File: src/rtl/scsi_mode_pkg.sv
package scsi_mode_pkg;
   typedef enum logic [1:0] {
      BM_SE  = 2'd0,
      BM_LVD = 2'd1,
      BM_HPD = 2'd2
   } bus_mode_e;

   typedef struct packed {
      logic      valid;
      bus_mode_e mode;
   } level_class_t;

   typedef struct packed {
      logic st_se;
      logic st_lvd;
      logic st_hpd;
      logic reg_en;
      logic reg_hi_sel;
      logic pos_gnd;
      logic lines_hiz;
      logic se_net_en;
      logic lvd_net_en;
      logic sense_drv_en;
   } term_ctl_t;

   localparam term_ctl_t CTL_RESET = '{st_se: 1'b0, st_lvd: 1'b0, st_hpd: 1'b1,
                                       reg_en: 1'b0, reg_hi_sel: 1'b0, pos_gnd: 1'b0,
                                       lines_hiz: 1'b1, se_net_en: 1'b0, lvd_net_en: 1'b0,
                                       sense_drv_en: 1'b0};
endpackage

File: src/rtl/bit_sync.sv
module bit_sync #(
   parameter int          WIDTH   = 2,
   parameter int          STAGES  = 2,
   parameter logic [WIDTH-1:0] RST_VAL = '0
) (
   input  logic             clk,
   input  logic             rst_n,
   input  logic [WIDTH-1:0] d,
   output logic [WIDTH-1:0] q
);
   generate
      if (STAGES < 0) begin : g_bad
         $error("bit_sync: STAGES must not be negative");
      end
      if (STAGES == 0) begin : g_pass
         assign q = d;
      end else begin : g_chain
         logic [WIDTH-1:0] pipe [STAGES];
         always_ff @(posedge clk or negedge rst_n) begin
            if (!rst_n) begin
               for (int i = 0; i < STAGES; i++) pipe[i] <= RST_VAL;
            end else begin
               pipe[0] <= d;
               for (int i = 1; i < STAGES; i++) pipe[i] <= pipe[i-1];
            end
         end
         assign q = pipe[STAGES-1];
      end
   endgenerate
endmodule

File: src/rtl/mode_classify.sv
module mode_classify
   import scsi_mode_pkg::*;
(
   input  logic         above_lo,
   input  logic         above_hi,
   output level_class_t cls
);
   always_comb begin
      cls.valid = 1'b1;
      cls.mode  = BM_HPD;
      unique case ({above_hi, above_lo})
         2'b00:   cls.mode = BM_SE;
         2'b01:   cls.mode = BM_LVD;
         2'b11:   cls.mode = BM_HPD;
         default: cls.valid = 1'b0;
      endcase
   end
endmodule

File: src/rtl/persist_filter.sv
module persist_filter
   import scsi_mode_pkg::*;
#(
   parameter int TERM = 180
) (
   input  logic         clk,
   input  logic         rst_n,
   input  logic         tick,
   input  level_class_t cls,
   output bus_mode_e    committed
);
   localparam int CNT_W = $clog2(TERM + 1);
   localparam logic [CNT_W-1:0] LAST = CNT_W'(TERM - 1);
   localparam logic [CNT_W-1:0] ONE  = CNT_W'(1);

   generate
      if (TERM < 2) begin : g_bad_term
         $error("persist_filter: TERM must be at least 2");
      end
   endgenerate

   logic [CNT_W-1:0] cnt;
   bus_mode_e        cand;
   logic             step;

   assign step = tick & cls.valid;

   always_ff @(posedge clk or negedge rst_n) begin
      if (!rst_n) begin
         cnt       <= '0;
         cand      <= BM_HPD;
         committed <= BM_HPD;
      end else if (step) begin
         if (cnt == '0) begin
            if (cls.mode != committed) begin
               cand <= cls.mode;
               cnt  <= ONE;
            end
         end else if (cls.mode == cand) begin
            if (cnt == LAST) begin
               committed <= cand;
               cnt       <= '0;
            end else begin
               cnt <= cnt + ONE;
            end
         end else begin
            cnt <= cnt - ONE;
         end
      end
   end
endmodule

File: src/rtl/term_ctl_decode.sv
module term_ctl_decode
   import scsi_mode_pkg::*;
#(
   parameter bit REG_OUTPUTS = 1'b0
) (
   input  logic      clk,
   input  logic      rst_n,
   input  bus_mode_e mode,
   input  logic      detach,
   input  logic      master,
   output term_ctl_t ctl
);
   term_ctl_t nxt;
   logic      attached;

   assign attached = ~detach;

   always_comb begin
      nxt.st_se        = (mode == BM_SE);
      nxt.st_lvd       = (mode == BM_LVD);
      nxt.st_hpd       = (mode == BM_HPD);
      nxt.reg_en       = attached;
      nxt.reg_hi_sel   = (mode == BM_SE);
      nxt.pos_gnd      = attached & (mode == BM_SE);
      nxt.lines_hiz    = detach | (mode == BM_HPD);
      nxt.se_net_en    = attached & (mode == BM_SE);
      nxt.lvd_net_en   = attached & (mode == BM_LVD);
      nxt.sense_drv_en = attached & master;
   end

   generate
      if (REG_OUTPUTS) begin : g_reg
         always_ff @(posedge clk or negedge rst_n) begin
            if (!rst_n) ctl <= CTL_RESET;
            else        ctl <= nxt;
         end
      end else begin : g_comb
         assign ctl = nxt;
      end
   endgenerate
endmodule

File: src/rtl/scsi_mode_ctl.sv
module scsi_mode_ctl
   import scsi_mode_pkg::*;
#(
   parameter int TERM        = 180,
   parameter int SYNC_STAGES = 2,
   parameter bit REG_OUTPUTS = 1'b0
) (
   input  logic clk,
   input  logic rst_n,
   input  logic tick,
   input  logic cmp_lo,
   input  logic cmp_hi,
   input  logic detach,
   input  logic master,
   output logic st_se,
   output logic st_lvd,
   output logic st_hpd,
   output logic reg_en,
   output logic reg_hi_sel,
   output logic pos_gnd,
   output logic lines_hiz,
   output logic se_net_en,
   output logic lvd_net_en,
   output logic sense_drv_en
);
   logic [1:0]   lvl_s;
   level_class_t cls;
   bus_mode_e    mode_q;
   term_ctl_t    ctl;

   bit_sync #(.WIDTH(2), .STAGES(SYNC_STAGES), .RST_VAL(2'b11)) u_sync (
      .clk(clk), .rst_n(rst_n), .d({cmp_hi, cmp_lo}), .q(lvl_s)
   );

   mode_classify u_cls (
      .above_lo(lvl_s[0]), .above_hi(lvl_s[1]), .cls(cls)
   );

   persist_filter #(.TERM(TERM)) u_filt (
      .clk(clk), .rst_n(rst_n), .tick(tick), .cls(cls), .committed(mode_q)
   );

   term_ctl_decode #(.REG_OUTPUTS(REG_OUTPUTS)) u_dec (
      .clk(clk), .rst_n(rst_n), .mode(mode_q), .detach(detach),
      .master(master), .ctl(ctl)
   );

   assign st_se        = ctl.st_se;
   assign st_lvd       = ctl.st_lvd;
   assign st_hpd       = ctl.st_hpd;
   assign reg_en       = ctl.reg_en;
   assign reg_hi_sel   = ctl.reg_hi_sel;
   assign pos_gnd      = ctl.pos_gnd;
   assign lines_hiz    = ctl.lines_hiz;
   assign se_net_en    = ctl.se_net_en;
   assign lvd_net_en   = ctl.lvd_net_en;
   assign sense_drv_en = ctl.sense_drv_en;
endmodule

File: config.mk
export PLATFORM = sky130hd
export DESIGN_NAME = scsi_mode_ctl
export DESIGN_NICKNAME = d
export VERILOG_FILES = /design/src/rtl/scsi_mode_pkg.sv /design/src/rtl/bit_sync.sv /design/src/rtl/mode_classify.sv /design/src/rtl/persist_filter.sv /design/src/rtl/term_ctl_decode.sv /design/src/rtl/scsi_mode_ctl.sv
export SDC_FILE = /design/constraint.sdc
export NUM_CORES = 1
export LEC_CHECK = 0
export BUFFER_PORTS_ARGS = -buffer_cell sky130_fd_sc_hd__buf_2
export CAP_MARGIN = 15
export CORE_MARGIN = 5
export CORE_UTILIZATION = 59
export CTS_CLUSTER_DIAMETER = 50
export CTS_CLUSTER_SIZE = 24
export DETAILED_ROUTE_END_ITERATION = 16
export PLACE_DENSITY_LB_ADDON = 0.25
export SYNTH_ARGS = -nofsm -noshare
export SYNTH_HDL_FRONTEND = slang
export SYNTH_HIERARCHICAL = 1
export SYNTH_SLANG_ARGS = --single-unit
File: constraint.sdc
create_clock -name clk -period 5.97 [get_ports clk]
set_input_delay 1.194 -clock clk [delete_from_list [all_inputs] [get_ports clk]]
set_output_delay 1.194 -clock clk [all_outputs]
set_load 0.05 [all_outputs]
# --- After elaboration in Yosys (flattened, before gate mapping) ---
# Index checks and enable logic that the tools add are counted.
word_totals:
  n_memories: 0
  in_bits: 7
  ramBits: 0
  latchBits: 0
  rom_bits: 0
  output_inout_bits: 10
  wordCells: 35
  reg_bits: 16
classes:
  n_mux: 6
  mul: 0
  n_lt_le_gt_ge: 0
  eq_ne: 8
  add_sub_neg: 2
  n_reduce_logical: 7
  div_mod_pow: 0
  bitwise: 7
  shifts: 0
ops:
  columns: ["cell", "count"]
  rows:
  - ["8-bit two-way mux", 4]
  - ["8-bit by 1-bit adder with 8-bit output, second input constant", 1]
  - ["8-bit equality test, second input constant", 1]
  - ["8-bit logical NOT", 1]
  - ["8-bit by 1-bit subtractor with 8-bit output, second input constant", 1]
  - ["1-bit AND", 4]
  - ["2-bit by 1-bit equality test with 1-bit output, second input constant", 2]
  - ["2-bit equality test, second input constant", 2]
  - ["2-bit logical NOT", 2]
  - ["2-bit case mux with 2 select lines", 1]
  - ["4-bit AND reduction", 1]
  - ["3-bit AND reduction", 1]
  - ["3-bit OR reduction", 1]
  - ["2-bit equality test", 1]
  - ["2-bit inequality test", 1]
  - ["2-bit inequality test, second input constant", 1]
  - ["1-bit NOT", 2]
  - ["2-bit AND reduction", 1]
  - ["1-bit two-way mux", 1]
  - ["1-bit OR", 1]

# --- Depth between registers and ports, before layout ---
# Gate-level depths: netlist (run 1).
logic_depth:
  depth_word: 5
  ltp_mapped: 9
  mapped_depth_nobuf: 7

# --- By module ---
# The synthesis (run 1) kept the hierarchy.
modules_own_cells:
  columns: ["mod", "cells_each", "area_each_um2", "seq_area_each_um2", "instances"]
  rows:
  - ["persist_filter", 100, 924.6, 302.8, 1]
  - ["bit_sync", 6, 120.1, 105.1, 1]
  - ["term_ctl_decode", 11, 81.3, 0.0, 1]
  - ["mode_classify", 3, 16.3, 0.0, 1]

# --- Worst setup path after synthesis (run 1) ---
# No wires, ideal clock.
synth_path:
  path_type: "input -> output"
  from: "input port detach"
  to: "output port pos_gnd"
  slack_ps: 2059
  arrival_time_ps: 2717
  t_required_ps: 4776
  stages: 2
  path_cell_list: "nor3_1 -> buf_4"
synth_between:
  elab_chain_cells: 2
synth_lines:
  columns: ["item", "line", "rtl"]
  rows:
  - ["start: declaration", "scsi_mode_ctl.sv:13", "input logic detach,"]
  - ["1-bit NOT", "term_ctl_decode.sv:16", "assign attached = ~detach;"]
  - ["1-bit AND", "term_ctl_decode.sv:24", "nxt.pos_gnd = attached & (mode == BM_SE);"]
  - ["end: declaration", "scsi_mode_ctl.sv:20", "output logic pos_gnd,"]
# No other way between the ends.

# --- Worst setup path after layout (run 1) ---
# Same ends and word-level chain as after synthesis.

==> summary.md, run 1 <==
| Metric | Value |
|---|---|
| P per Cell Area | `376 nW/µm²` |
| R2R Path Start | `u_filt/cnt[0]` |
| Post-cts gate resize count | `0` |
| Delay of the slowest critical-path stage | `0.32 ns` |
| Commonest cells after routing, fill and taps aside | `buf_2 (16), dfrtp_1 (10), o21ai_0 (7)` |
| Total Power | `0.457 mW` |
| Critical Path AT | `1.89 ns` |
| Gate Count Post-Synth | `120` |
| TritonCTS buffer count | `3` |
| CP Class | `in -> out` |
| Via density | `5.81` |
| WL/cell | `13.9 µm` |
| CTS Hold Bufs | `0` |
| First-pass GRT wire length | `3590 µm` |
| Seq/Total Area, Yosys | `35.7%` |
| Antenna-violating nets left | `0` |
| FILL cells | `151` |
| Asr flop ratio synth | `100%` |
| Buf/Inv on CP | `2` |
| Worst-Margin Slew | `0.572 ns` |
| Count of different cell masters after synthesis | `49` |
| Initial core utilization | `60.1%` |
| Critical Path Source Type | `primary input` |
| Maximum number of pins on one net before global-route repair | `17` |
| Clock tree from TritonCTS | `built` |
| Hold Crit Start | `u_sync/g_chain.pipe[3]` |
| # diodes | `0` |
| Leakage | `0.511 nW` |
| Final hold violations | `0` |
| Final Setup Violations | `0` |
| Clk root buf | `clkbuf_4` |
| CP top delay family | `buffers and inverters` |
| Cell row count | `16` |
| PortBufs | `16` |
| Fin crit period | `3.08 ns` |
| Area Growth Syn to Fin | `6.46%` |
| Critical Path Most Common Cell | `buf_2` |
| DP Wirelength | `1600 µm` |
| CTS sink cnt | `16` |
| Total Die Area | `2920 µm²` |
| Final period utilization | `51.6%` |
| Worst EP required | `4.78 ns` |
| Maximum root-to-sink buffer count | `2` |
| Status | `completed` |
| Final #Nets | `140` |
| Final GP Congestion | `0.865` |
| Most common cell after layout, fill and taps aside | `buf_2` |
| F_max | `0.325 GHz` |
| Layout cell share with drive strength beyond 1 | `29.5%` |
| Highest net fanout along the worst path | `4` |
| Ys Warns | `6` |
| Max VDD drop | `0.000323 V` |
| Setup Skew | `0.00388 ns` |
| Chip width | `54 µm` |
| Clock Latency Late Sink | `0.28 ns` |
| Setup TNS | `0 ns` |
| Initial detailed-routing violation count | `37` |
| Syn Nets | `130` |
| Pre-Repair DR Iteration Count | `4` |
| Cell Area, Synth | `1140 µm²` |
| Post-synth EDFFs | `0` |
| Mean post-synth cell area | `9.52 µm²` |
| Crit path cell chain | `buf_2, nor3_1, buf_2` |
| Vias in the first global route | `824` |
| Worst Setup SP | `detach` |
| Yosys reg bits | `16` |
| Max stage delay cell, worst path | `buf_2` |
| Number of H-tree levels | `1` |
| Die Height | `54 µm` |
| Critical Path End Type | `output port` |
| Final WL | `2170 µm` |
| MaxCap Viol Count | `0` |
| Total gr overflow | `0` |
| RSZ-0062 raised after global routing | `false` |
| DRC violations left | `0` |
| CTS clock-pin slew for the worst setup and hold paths | `0.09 ns` |
| All-Layer GR Usage | `17.1%` |
| Rel. slew slack | `61.8%` |
| Slew Viols, Final | `0` |
| Initial antenna violation count | `0` |
| Most common flop cell mapped by yosys | `dfrtp_1` |
| Post-CTS Setup Inserts | `0` |
| Routed via count | `907` |
| Boundary pin count | `17` |
| Worst Hold Class | `reg -> reg` |
| Core ar. | `1900 µm²` |
[routing by layer]
layer / track usage [%] / vias to the layer above / share of wire [%]
met5: 0 / - / 0
met2: 25.6 / 30 / 45
met4: 7.47 / 0 / 0.65
met1: 23.5 / 430 / 47
li1: - / 445 / -
met3: 3.60 / 2 / 6.5
[sequential cells by signal (all words and copies together), names as in the netlist]
register / count
u_filt/committed: 2
u_sync/g_chain.pipe: 2
u_sync/q: 2
u_filt/cnt: 8
u_filt/cand: 2
[through the flow]
step / area [µm²] / instances / setup slack (ns) / util [%] / hold WS (ns)
finish: 1220 / 156 / 2.89 / 63.9 / 0.360
global placement: 1180 / 152 / 2.97 / 62.0 / 0.346
detailed placement: 1180 / 152 / 2.88 / 62.0 / 0.348
floorplan: 1140 / 120 / 2.06 / - / 0.345
global route: 1220 / 156 / 2.88 / 63.9 / 0.370
CTS: 1220 / 156 / 2.88 / 63.9 / 0.362
[final timing paths]
check | end | slack [ns] | depth (start not counted)
setup / recovery | pos_gnd | 2.89 | 3
hold / removal | u_sync/q[1] | 0.36 | 0
setup reg to reg | u_filt/cnt[3] | 3.71 | 7
hold reg to reg | u_sync/q[1] | 0.36 | 0
max in group asynchronous | u_sync/q[1] | 4.86 | 1
min in group asynchronous | u_filt/cnt[7] | 0.81 | 1
[area by class of cell]
| type | count | area (µm²) | area share (%) |
|---|---|---|---|
| Tap cell | 27 | 33.8 | 2.78 |
| Sequential cell | 16 | 408 | 33.5 |
| Inverter | 6 | 22.5 | 1.85 |
| Clock buffer | 4 | 36.3 | 2.98 |
| Multi-Input combinational cell | 87 | 636 | 52.3 |
| Timing Repair Buffer | 16 | 80.1 | 6.58 |
[report_power, final]
part,switching (mW),total (mW),internal (mW)
logic,0.109,0.196,0.0869
registers,0.0534,0.192,0.138
clock network,0.0328,0.0698,0.0371
[synth_stat cells (2+ instances only)]
master | count | area (µm²)
a211o_1 | 2 | 17.5
nand3_1 | 3 | 15.0
a31oi_1 | 2 | 12.5
a21oi_1 | 6 | 30.0
inv_1 | 6 | 22.5
buf_6 | 2 | 22.5
xnor2_1 | 4 | 35.0
nor3b_1 | 2 | 15.0
nand2_1 | 6 | 22.5
mux2_1 | 2 | 22.5
buf_4 | 5 | 37.5
nor2b_4 | 2 | 27.5
dfrtp_1 | 10 | 250
xor2_1 | 2 | 17.5
o21ai_0 | 7 | 35.0
dfstp_2 | 6 | 158
mux2_2 | 2 | 22.5
o21a_1 | 2 | 15.0
nor3_1 | 4 | 20.0
clkbuf_1 | 3 | 11.3
or3_1 | 4 | 25.0
nor2b_1 | 2 | 12.5
ha_1 | 3 | 37.5
nor2_1 | 6 | 22.5
o22ai_1 | 3 | 18.8
[worst reg2reg max path: stages, from the launching register on]
cell and delay (ns):
dfrtp_1 0.51, inv_1 0.13, ha_1 0.24, nor3b_1 0.20, a21oi_4 0.30, or2_0 0.36, o21ai_0 0.16, a22o_1 0.26
[cell families after synthesis]
| group | Yosys count | synth area share (%) |
|---|---|---|
| xor+xnor | 6 | 4.60 |
| flops | 16 | 35.7 |
| simple gates | 42 | 24.1 |
| compound gates | 31 | 18.8 |
| mux | 5 | 4.82 |
| buf+inv | 17 | 8.65 |
| fa+ha+maj | 3 | 3.29 |
No activity file was read; power rests on OpenSTA's default activity.
==> inputs of run 2 (changes only) <==
--- a/config.mk
+++ b/config.mk
@@ -8,7 +8,7 @@
 export BUFFER_PORTS_ARGS = -buffer_cell sky130_fd_sc_hd__buf_2
 export CAP_MARGIN = 15
 export CORE_MARGIN = 5
-export CORE_UTILIZATION = 59
+export CORE_UTILIZATION = 50
 export CTS_CLUSTER_DIAMETER = 50
 export CTS_CLUSTER_SIZE = 24
 export DETAILED_ROUTE_END_ITERATION = 16
==> constraint.sdc (replaced) <==
create_clock -name clk -period 2.5 [get_ports clk]
set_input_delay 0.5 -clock clk [delete_from_list [all_inputs] [get_ports clk]]
set_output_delay 0.5 -clock clk [all_outputs]
set_load 0.05 [all_outputs]
==> run 2 against run 1 <==
Combinational power is 140% higher. Critical path type is now reg -> reg. First-iteration DRC count is 5.4% higher. Utilization is 8.2 points lower. Highest routed layer unchanged. Critical endpoint is now u_filt/committed[0]. Largest power group unchanged. Worst setup slack worse by 2.6 ns.
==> summary.md, run 2 (same netlist as run 1, synthesis figures left out) <==
| Metric | Value |
|---|---|
| CTS Hold Bufs | `0 (unchanged)` |
| Fin crit period | `2.24 ns` |
| PortBufs | `16 (unchanged)` |
| F_max | `0.447 GHz` |
| RSZ-0062 raised after global routing | `false` |
| Number of flip-flops under the largest register name | `8 (unchanged)` |
| Initial antenna violation count | `0 (unchanged)` |
| MaxCap Viol Count | `0 (unchanged)` |
| Status | `completed` |
| CTS clock-pin slew for the worst setup and hold paths | `0.11 ns (+0.02 ns)` |
| Chip width | `57.8 µm (+7.0%)` |
| Worst EP required | `2.67 ns (-2.11 ns)` |
| Final Setup Violations | `0 (unchanged)` |
| Total gr overflow | `0 (unchanged)` |
| WL/cell | `14.4 µm (+3.6%)` |
| Pre-CTS setup slack | `0.293 ns (-2.59 ns)` |
| # diodes | `0 (unchanged)` |
| TritonCTS buffer count | `3 (unchanged)` |
| Final #Nets | `140 (unchanged)` |
| DRC violations left | `0 (unchanged)` |
| Slew Viols, Final | `0 (unchanged)` |
| Cell row count | `17 (+1)` |
| Commonest cells after routing, fill and taps aside | `buf_2 (16), dfrtp_1 (10), o21ai_0 (7)` |
| Final GP Congestion | `0.848 (-2.0%)` |
| R2R Path Start | `u_sync/q[0]` |
| R2R Path End | `u_filt/committed[0]` |
| Setup Skew | `0.0204 ns (+0.0165 ns)` |
| Final period utilization | `89.5%` |
| CP Class | `reg -> reg` |
| DP Wirelength | `1690 µm (+5.1%)` |
| All-Layer GR Usage | `14.6% (-2.4 points)` |
| CTS sink cnt | `16 (unchanged)` |
| Initial detailed-routing violation count | `39 (+5.4%)` |
| Critical Path AT | `2.41 ns (+0.52 ns)` |
| Pre-Repair DR Iteration Count | `4 (unchanged)` |
| Final WS setup | `0.263 ns (-2.63 ns)` |
| Post-CTS Setup Inserts | `0 (unchanged)` |
| Die Height | `57.8 µm (+7.0%)` |
| Highest net fanout along the worst path | `13 (+9)` |
| Boundary pin count | `17 (unchanged)` |
| Maximum number of pins on one net before global-route repair | `17 (unchanged)` |
| Final hold violations | `0 (unchanged)` |
| Post-cts gate resize count | `0 (unchanged)` |
| Critical Path End Type | `register` |
| Area Growth Syn to Fin | `7.01%` |
| Clock tree from TritonCTS | `built` |
| Reg with most FFs | `u_filt/cnt` |
| Area of the multi-input gates | `641 µm² (+0.79%)` |
| Vias in the first global route | `854 (+3.6%)` |
| Via density | `5.82 (about the same)` |
| Core ar. | `2190 µm² (+15%)` |
| Clock Latency Late Sink | `0.30 ns (+0.02 ns)` |
| Layout cell share with drive strength beyond 1 | `30.2% (+0.78 points)` |
| Setup TNS | `0 ns (unchanged)` |
| FILL cells | `183 (+21%)` |
| Rel. slew slack | `63.8% (+2.0 points)` |
| P per Cell Area | `903 nW/µm² (+140%)` |
| Worst Hold Class | `in -> async` |
| Sequential cell area | `408 µm² (unchanged)` |
| Critical Path Source Type | `register` |
| Leakage | `0.512 nW (+0.14%)` |
| Cells on worst reg2reg path | `6 (-1)` |
| Antenna-violating nets left | `0 (unchanged)` |
| Clk root buf | `clkbuf_4` |
| Final WL | `2260 µm (+4.2%)` |
| Most common cell after layout, fill and taps aside | `buf_2` |
| Number of H-tree levels | `1 (unchanged)` |
| Total Die Area | `3340 µm² (+15%)` |
| Maximum root-to-sink buffer count | `2 (unchanged)` |
| Routed via count | `913 (+0.66%)` |
| Worst-Margin Slew | `0.542 ns (-0.0301 ns)` |
| Max VDD drop | `0.000534 V (+65%)` |
| R2r setup slk | `0.26 ns (-3.45 ns)` |
| Initial core utilization | `52.1% (-7.9 points)` |
| First-pass GRT wire length | `3820 µm (+6.3%)` |
[run 2: power by group]
part	leakage, nW	switching, mW	internal (mW)	total (mW)
registers	0.190	0.124	0.330	0.454
clock network	0.0210	0.0891	0.0887	0.178
logic	0.301	0.264	0.208	0.472
[run 2: worst max path at each step]
stage           startpoint                  end  slack, ns
6_report       u_sync/q[0]  u_filt/committed[0]       0.26
5_1_grt        u_sync/q[0]  u_filt/committed[0]       0.14
4_1_cts        u_sync/q[0]  u_filt/committed[0]       0.27
3_5_place_dp   u_sync/q[0]  u_filt/committed[0]       0.29
3_3_place_gp   u_sync/q[0]  u_filt/committed[0]       0.31
2_1_floorplan  u_sync/q[0]        u_filt/cnt[5]       0.45
[run 2: area by class of cell]
cell class / instances / area share [%]
inverter: 6 / 1.84
tap: 28 / 2.87
timing repair buffer: 16 / 6.55
sequential: 16 / 33.4
multi-input combinational: 87 / 52.4
clock buffer: 4 / 2.97
[run 2: critical path, stage by stage (launching register included)]
cell     delay, ns
dfstp_2       0.53
nor2b_1       0.28
xor2_1        0.14
or2_2         0.43
nor3_4        0.30
nand2_2       0.11
mux2_1        0.33
[run 2: metal layers]
| metal | share of wire, % | vias up | GRT usage (%) |
|---|---|---|---|
| met4 | 1.2 | 0 | 7.62 |
| met2 | 45 | 41 | 22.3 |
| met1 | 46 | 423 | 19.3 |
| li1 | - | 443 | - |
| met5 | 0 | - | 0 |
| met3 | 8.5 | 6 | 3.34 |
[run 2: per-stage QoR]
stage	cell area, µm²	utilization [%]	hold slack, ns	total power, mW	cells
6_report	1220	55.8	0.0889	1.10	157
5_1_grt	1220	55.8	0.111	1.19	157
4_1_cts	1220	55.8	0.102	1.10	157
3_5_place_dp	1190	54.1	0.351	0.925	153
3_3_place_gp	1190	54.1	0.348	0.916	153
2_1_floorplan	1150	-	0.204	0.864	120
==> inputs of run 3 (changes only) <==
--- a/config.mk
+++ b/config.mk
@@ -8,12 +8,11 @@
 export BUFFER_PORTS_ARGS = -buffer_cell sky130_fd_sc_hd__buf_2
 export CAP_MARGIN = 15
 export CORE_MARGIN = 5
-export CORE_UTILIZATION = 50
+export CORE_UTILIZATION = 49
 export CTS_CLUSTER_DIAMETER = 50
 export CTS_CLUSTER_SIZE = 24
 export DETAILED_ROUTE_END_ITERATION = 16
 export PLACE_DENSITY_LB_ADDON = 0.25
 export SYNTH_ARGS = -nofsm -noshare
 export SYNTH_HDL_FRONTEND = slang
-export SYNTH_HIERARCHICAL = 1
 export SYNTH_SLANG_ARGS = --single-unit
==> run 3 against run 2 <==
Sequential share of layout area grew 1.6 points. Via count grew 2.1%. Worst setup slack gained 0.0042 ns. Synthesized area shrank 10%. Final cell count shrank 2.5%. Clock power grew 2%. First-iteration DRC count grew 56%. Register-to-register slack is essentially flat. Synthesized cell count shrank 10%. Non-clock buffer count grew 1. Die area shrank 6.8%. Largest cell class unchanged.
==> summary.md, run 3 <==
| Metric | Value |
|---|---|
| MaxCap Viol Count | `0 (unchanged)` |
| Worst EP required | `2.70 ns (+0.03 ns)` |
| DP Wirelength | `1700 µm (+0.98%)` |
| Most common flop cell mapped by yosys | `dfrtp_1` |
| Total gr overflow | `0 (unchanged)` |
| Post-CTS Setup Inserts | `0 (unchanged)` |
| Number of flip-flops under the largest register name | `8 (unchanged)` |
| Initial antenna violation count | `0 (unchanged)` |
| All-Layer GR Usage | `16.3% (+1.7 points)` |
| Final WL | `2370 µm (+4.6%)` |
| Clock tree from TritonCTS | `built` |
| Yosys reg bits | `16 (unchanged)` |
| Logic pwr share | `44.0% (+1.2 points)` |
| P per Cell Area | `959 nW/µm² (+6.2%)` |
| Asr flop ratio synth | `100% (unchanged)` |
| Slew Viols, Final | `0 (unchanged)` |
| Maximum root-to-sink buffer count | `2 (unchanged)` |
| CTS sink cnt | `16 (unchanged)` |
| Vias in the first global route | `861 (+0.82%)` |
| Ys Warns | `0 (-6)` |
| RSZ-0062 raised after global routing | `false` |
| Chip width | `55.8 µm (-3.4%)` |
| Pre-Repair DR Iteration Count | `4 (unchanged)` |
| Switching pwr | `0.478 mW (+0.16%)` |
| Mean post-synth cell area | `9.52 µm² (about the same)` |
| Status | `completed` |
| Reg with most FFs | `u_filt.cnt` |
| Worst Hold Class | `in -> async` |
| Fin Hold WS | `0.0901 ns (+0.00112 ns)` |
| Synth top area cells | `dfrtp_1 (24%), dfstp_2 (15%), o21ai_0 (4.4%), ha_1 (3.6%), mux2i_1 (2.9%)` |
| Area Growth Syn to Fin | `13.4%` |
| R2r setup slk | `0.27 ns (about the same)` |
| Seq/Total Area, Yosys | `39.7% (+4.0 points)` |
| PortBufs | `16 (unchanged)` |
| Critical Path Source Type | `register` |
| Dpl cells | `149 (-2.6%)` |
| Worst-Margin Slew | `0.527 ns (-0.0141 ns)` |
| Maximum number of pins on one net before global-route repair | `17 (unchanged)` |
| # diodes | `0 (unchanged)` |
| Number of H-tree levels | `1 (unchanged)` |
| Antenna-violating nets left | `0 (unchanged)` |
| Int Pwr | `0.640 mW (+2.1%)` |
| Post-cts gate resize count | `0 (unchanged)` |
| Final #Nets | `137 (-2.1%)` |
| First-pass GRT wire length | `4050 µm (+6.0%)` |
| Area of the multi-input gates | `571 µm² (-11%)` |
| Final hold violations | `0 (unchanged)` |
| Setup TNS | `0 ns (unchanged)` |
| Final Util | `58.8% (+3.0 points)` |
| Cell row count | `16 (-1)` |
| Max VDD drop | `0.000672 V (+26%)` |
| Rel. slew slack | `64.6% (+0.79 points)` |
| Post-route cell area | `1170 µm² (-4.6%)` |
| Pre-CTS setup slack | `0.354 ns (+0.0615 ns)` |
| DRC violations left | `0 (unchanged)` |
| Clock Latency Late Sink | `0.30 ns (about the same)` |
| Final period utilization | `89.3% (-0.17 points)` |
| FILL cells | `163 (-11%)` |
| Sw Share | `42.8% (-0.47 points)` |
| DP Area | `1130 µm² (-4.7%)` |
| Syn Nets | `118 (-9.2%)` |
| Critical Path End Type | `register` |
| Final Non-Filler Cells | `153 (-2.5%)` |
| WL/cell | `15.5 µm (+7.3%)` |
| Count of different cell masters after synthesis | `45 (-8.2%)` |
| Die Height | `55.8 µm (-3.4%)` |
| Most numerous cell in the Yosys netlist | `dfrtp_1` |
| Initial detailed-routing violation count | `61 (+56%)` |
| F_max | `0.448 GHz (+0.19%)` |
| Initial core utilization | `51.9% (-0.25 points)` |
| Cell Area, Synth | `1030 µm² (-10%)` |
| Fin crit period | `2.23 ns (-0.00418 ns)` |
| Post-synth EDFFs | `0 (unchanged)` |
| Final Setup Violations | `0 (unchanged)` |
| Gate Count Post-Synth | `108 (-10%)` |
| Highest net fanout along the worst path | `7 (-6)` |
| Final WS setup | `0.267 ns (+0.00418 ns)` |
| Most common cell after layout, fill and taps aside | `buf_2` |
| Layout cell share with drive strength beyond 1 | `27.0% (-3.2 points)` |
| CTS clock-pin slew for the worst setup and hold paths | `0.11 ns (about the same)` |
| Clock share of power | `16.3% (+0.2 points)` |
| Core ar. | `1980 µm² (-9.5%)` |
| List of most frequent post-synthesis cells | `dfrtp_1 (10), o21ai_0 (9), inv_1 (8)` |
| CTS Hold Bufs | `0 (unchanged)` |
| Clk root buf | `clkbuf_4` |
| Dominant cell type by area after synthesis | `dfrtp_1` |
| Leakage | `0.527 nW (+3.0%)` |
| Critical Path AT | `2.44 ns (+0.03 ns)` |
| Total Power | `1.12 mW (+1.3%)` |
| Sequential cell area | `408 µm² (unchanged)` |
| Setup Skew | `0.00804 ns (-0.0124 ns)` |
| R2R Path End | `u_filt.cnt[5]` |
| TritonCTS buffer count | `3 (unchanged)` |
| Boundary pin count | `17 (unchanged)` |
| R2R Path Start | `u_filt.cnt[0]` |
| CP Class | `reg -> reg` |
| Final GP Congestion | `0.901 (+6.3%)` |
| Total Die Area | `3120 µm² (-6.8%)` |
| Cells on worst reg2reg path | `6 (unchanged)` |
| Register share of total power | `39.7% (-1.4 points)` |
| Routed via count | `932 (+2.1%)` |
| Top cell type's share of synthesized area | `24.3% (+2.4 points)` |
| Commonest cells after routing, fill and taps aside | `buf_2 (16), dfrtp_1 (10), o21ai_0 (9)` |
| Via density | `6.09 (+4.7%)` |
==> run 3: cell count changes after synthesis, sizes merged, moves of 3 or more <==
cell,previous run,this run
buf,8,3
nand3,3,6
or3,4,1
a21oi,7,2
nor3,5,2
clkbuf,3,0
nand2,7,4
o21ai,7,10
==> run 3: routing by layer <==
metal  track usage (%)  vias to the layer above  routed length [µm]
li1                  -                      441                   -
met1              22.7                      433                1090
met2              23.5                       51                1010
met3              4.41                        7                 210
met4              7.12                        0                  48
met5                 0                        -                   0
==> run 3: power by group through the flow <==
| stage | clock network (mW) | registers [mW] | logic, mW |
|---|---|---|---|
| floorplan | 0 | 0.416 | 0.396 |
| global placement | 0 | 0.440 | 0.471 |
| detailed placement | 0 | 0.442 | 0.480 |
| CTS | 0.177 | 0.441 | 0.485 |
| global route | 0.194 | 0.459 | 0.549 |
| finish | 0.182 | 0.445 | 0.492 |
==> run 3: area by class of cell <==
class	instances	area share, %
Clock buffer	4	3.11
Inverter	8	2.58
Multi-Input combinational cell	81	48.9
Sequential cell	16	35.0
Tap cell	27	2.90
Timing Repair Buffer	17	7.51
==> run 3: kinds of logic (layout without fill, tap and decap cells) <==
kind of cell	after synthesis	in the layout	synth area share (%)
xor+xnor	2	2	1.70
buf+inv	11	29	4.87
flops	16	16	39.7
mux	6	6	6.57
simple gates	44	44	26.4
fa+ha+maj	3	3	3.65
compound gates	26	26	17.2
==> run 3: how the worst max path moves through the flow <==
stage,start,to,slack [ns],cells past startpoint
final,u_filt.cnt[0],u_filt.cnt[5],0.27,6
after global routing,u_filt.cnt[0],u_filt.cnt[5],0.12,6
after CTS,u_filt.cnt[0],u_filt.cnt[5],0.33,6
after detailed placement,u_filt.cnt[0],u_filt.cnt[5],0.35,6
after global placement,u_filt.cnt[0],u_filt.cnt[4],0.43,6
after floorplan,detach,se_net_en,0.03,2
==> run 3: worst max-delay path, stage by stage (launching register included) <==
cell	delay [ns]
dfrtp_1	0.45
ha_1	0.23
nand3_1	0.09
or4_1	0.48
o311ai_2	0.49
o21ai_0	0.17
a21o_1	0.21
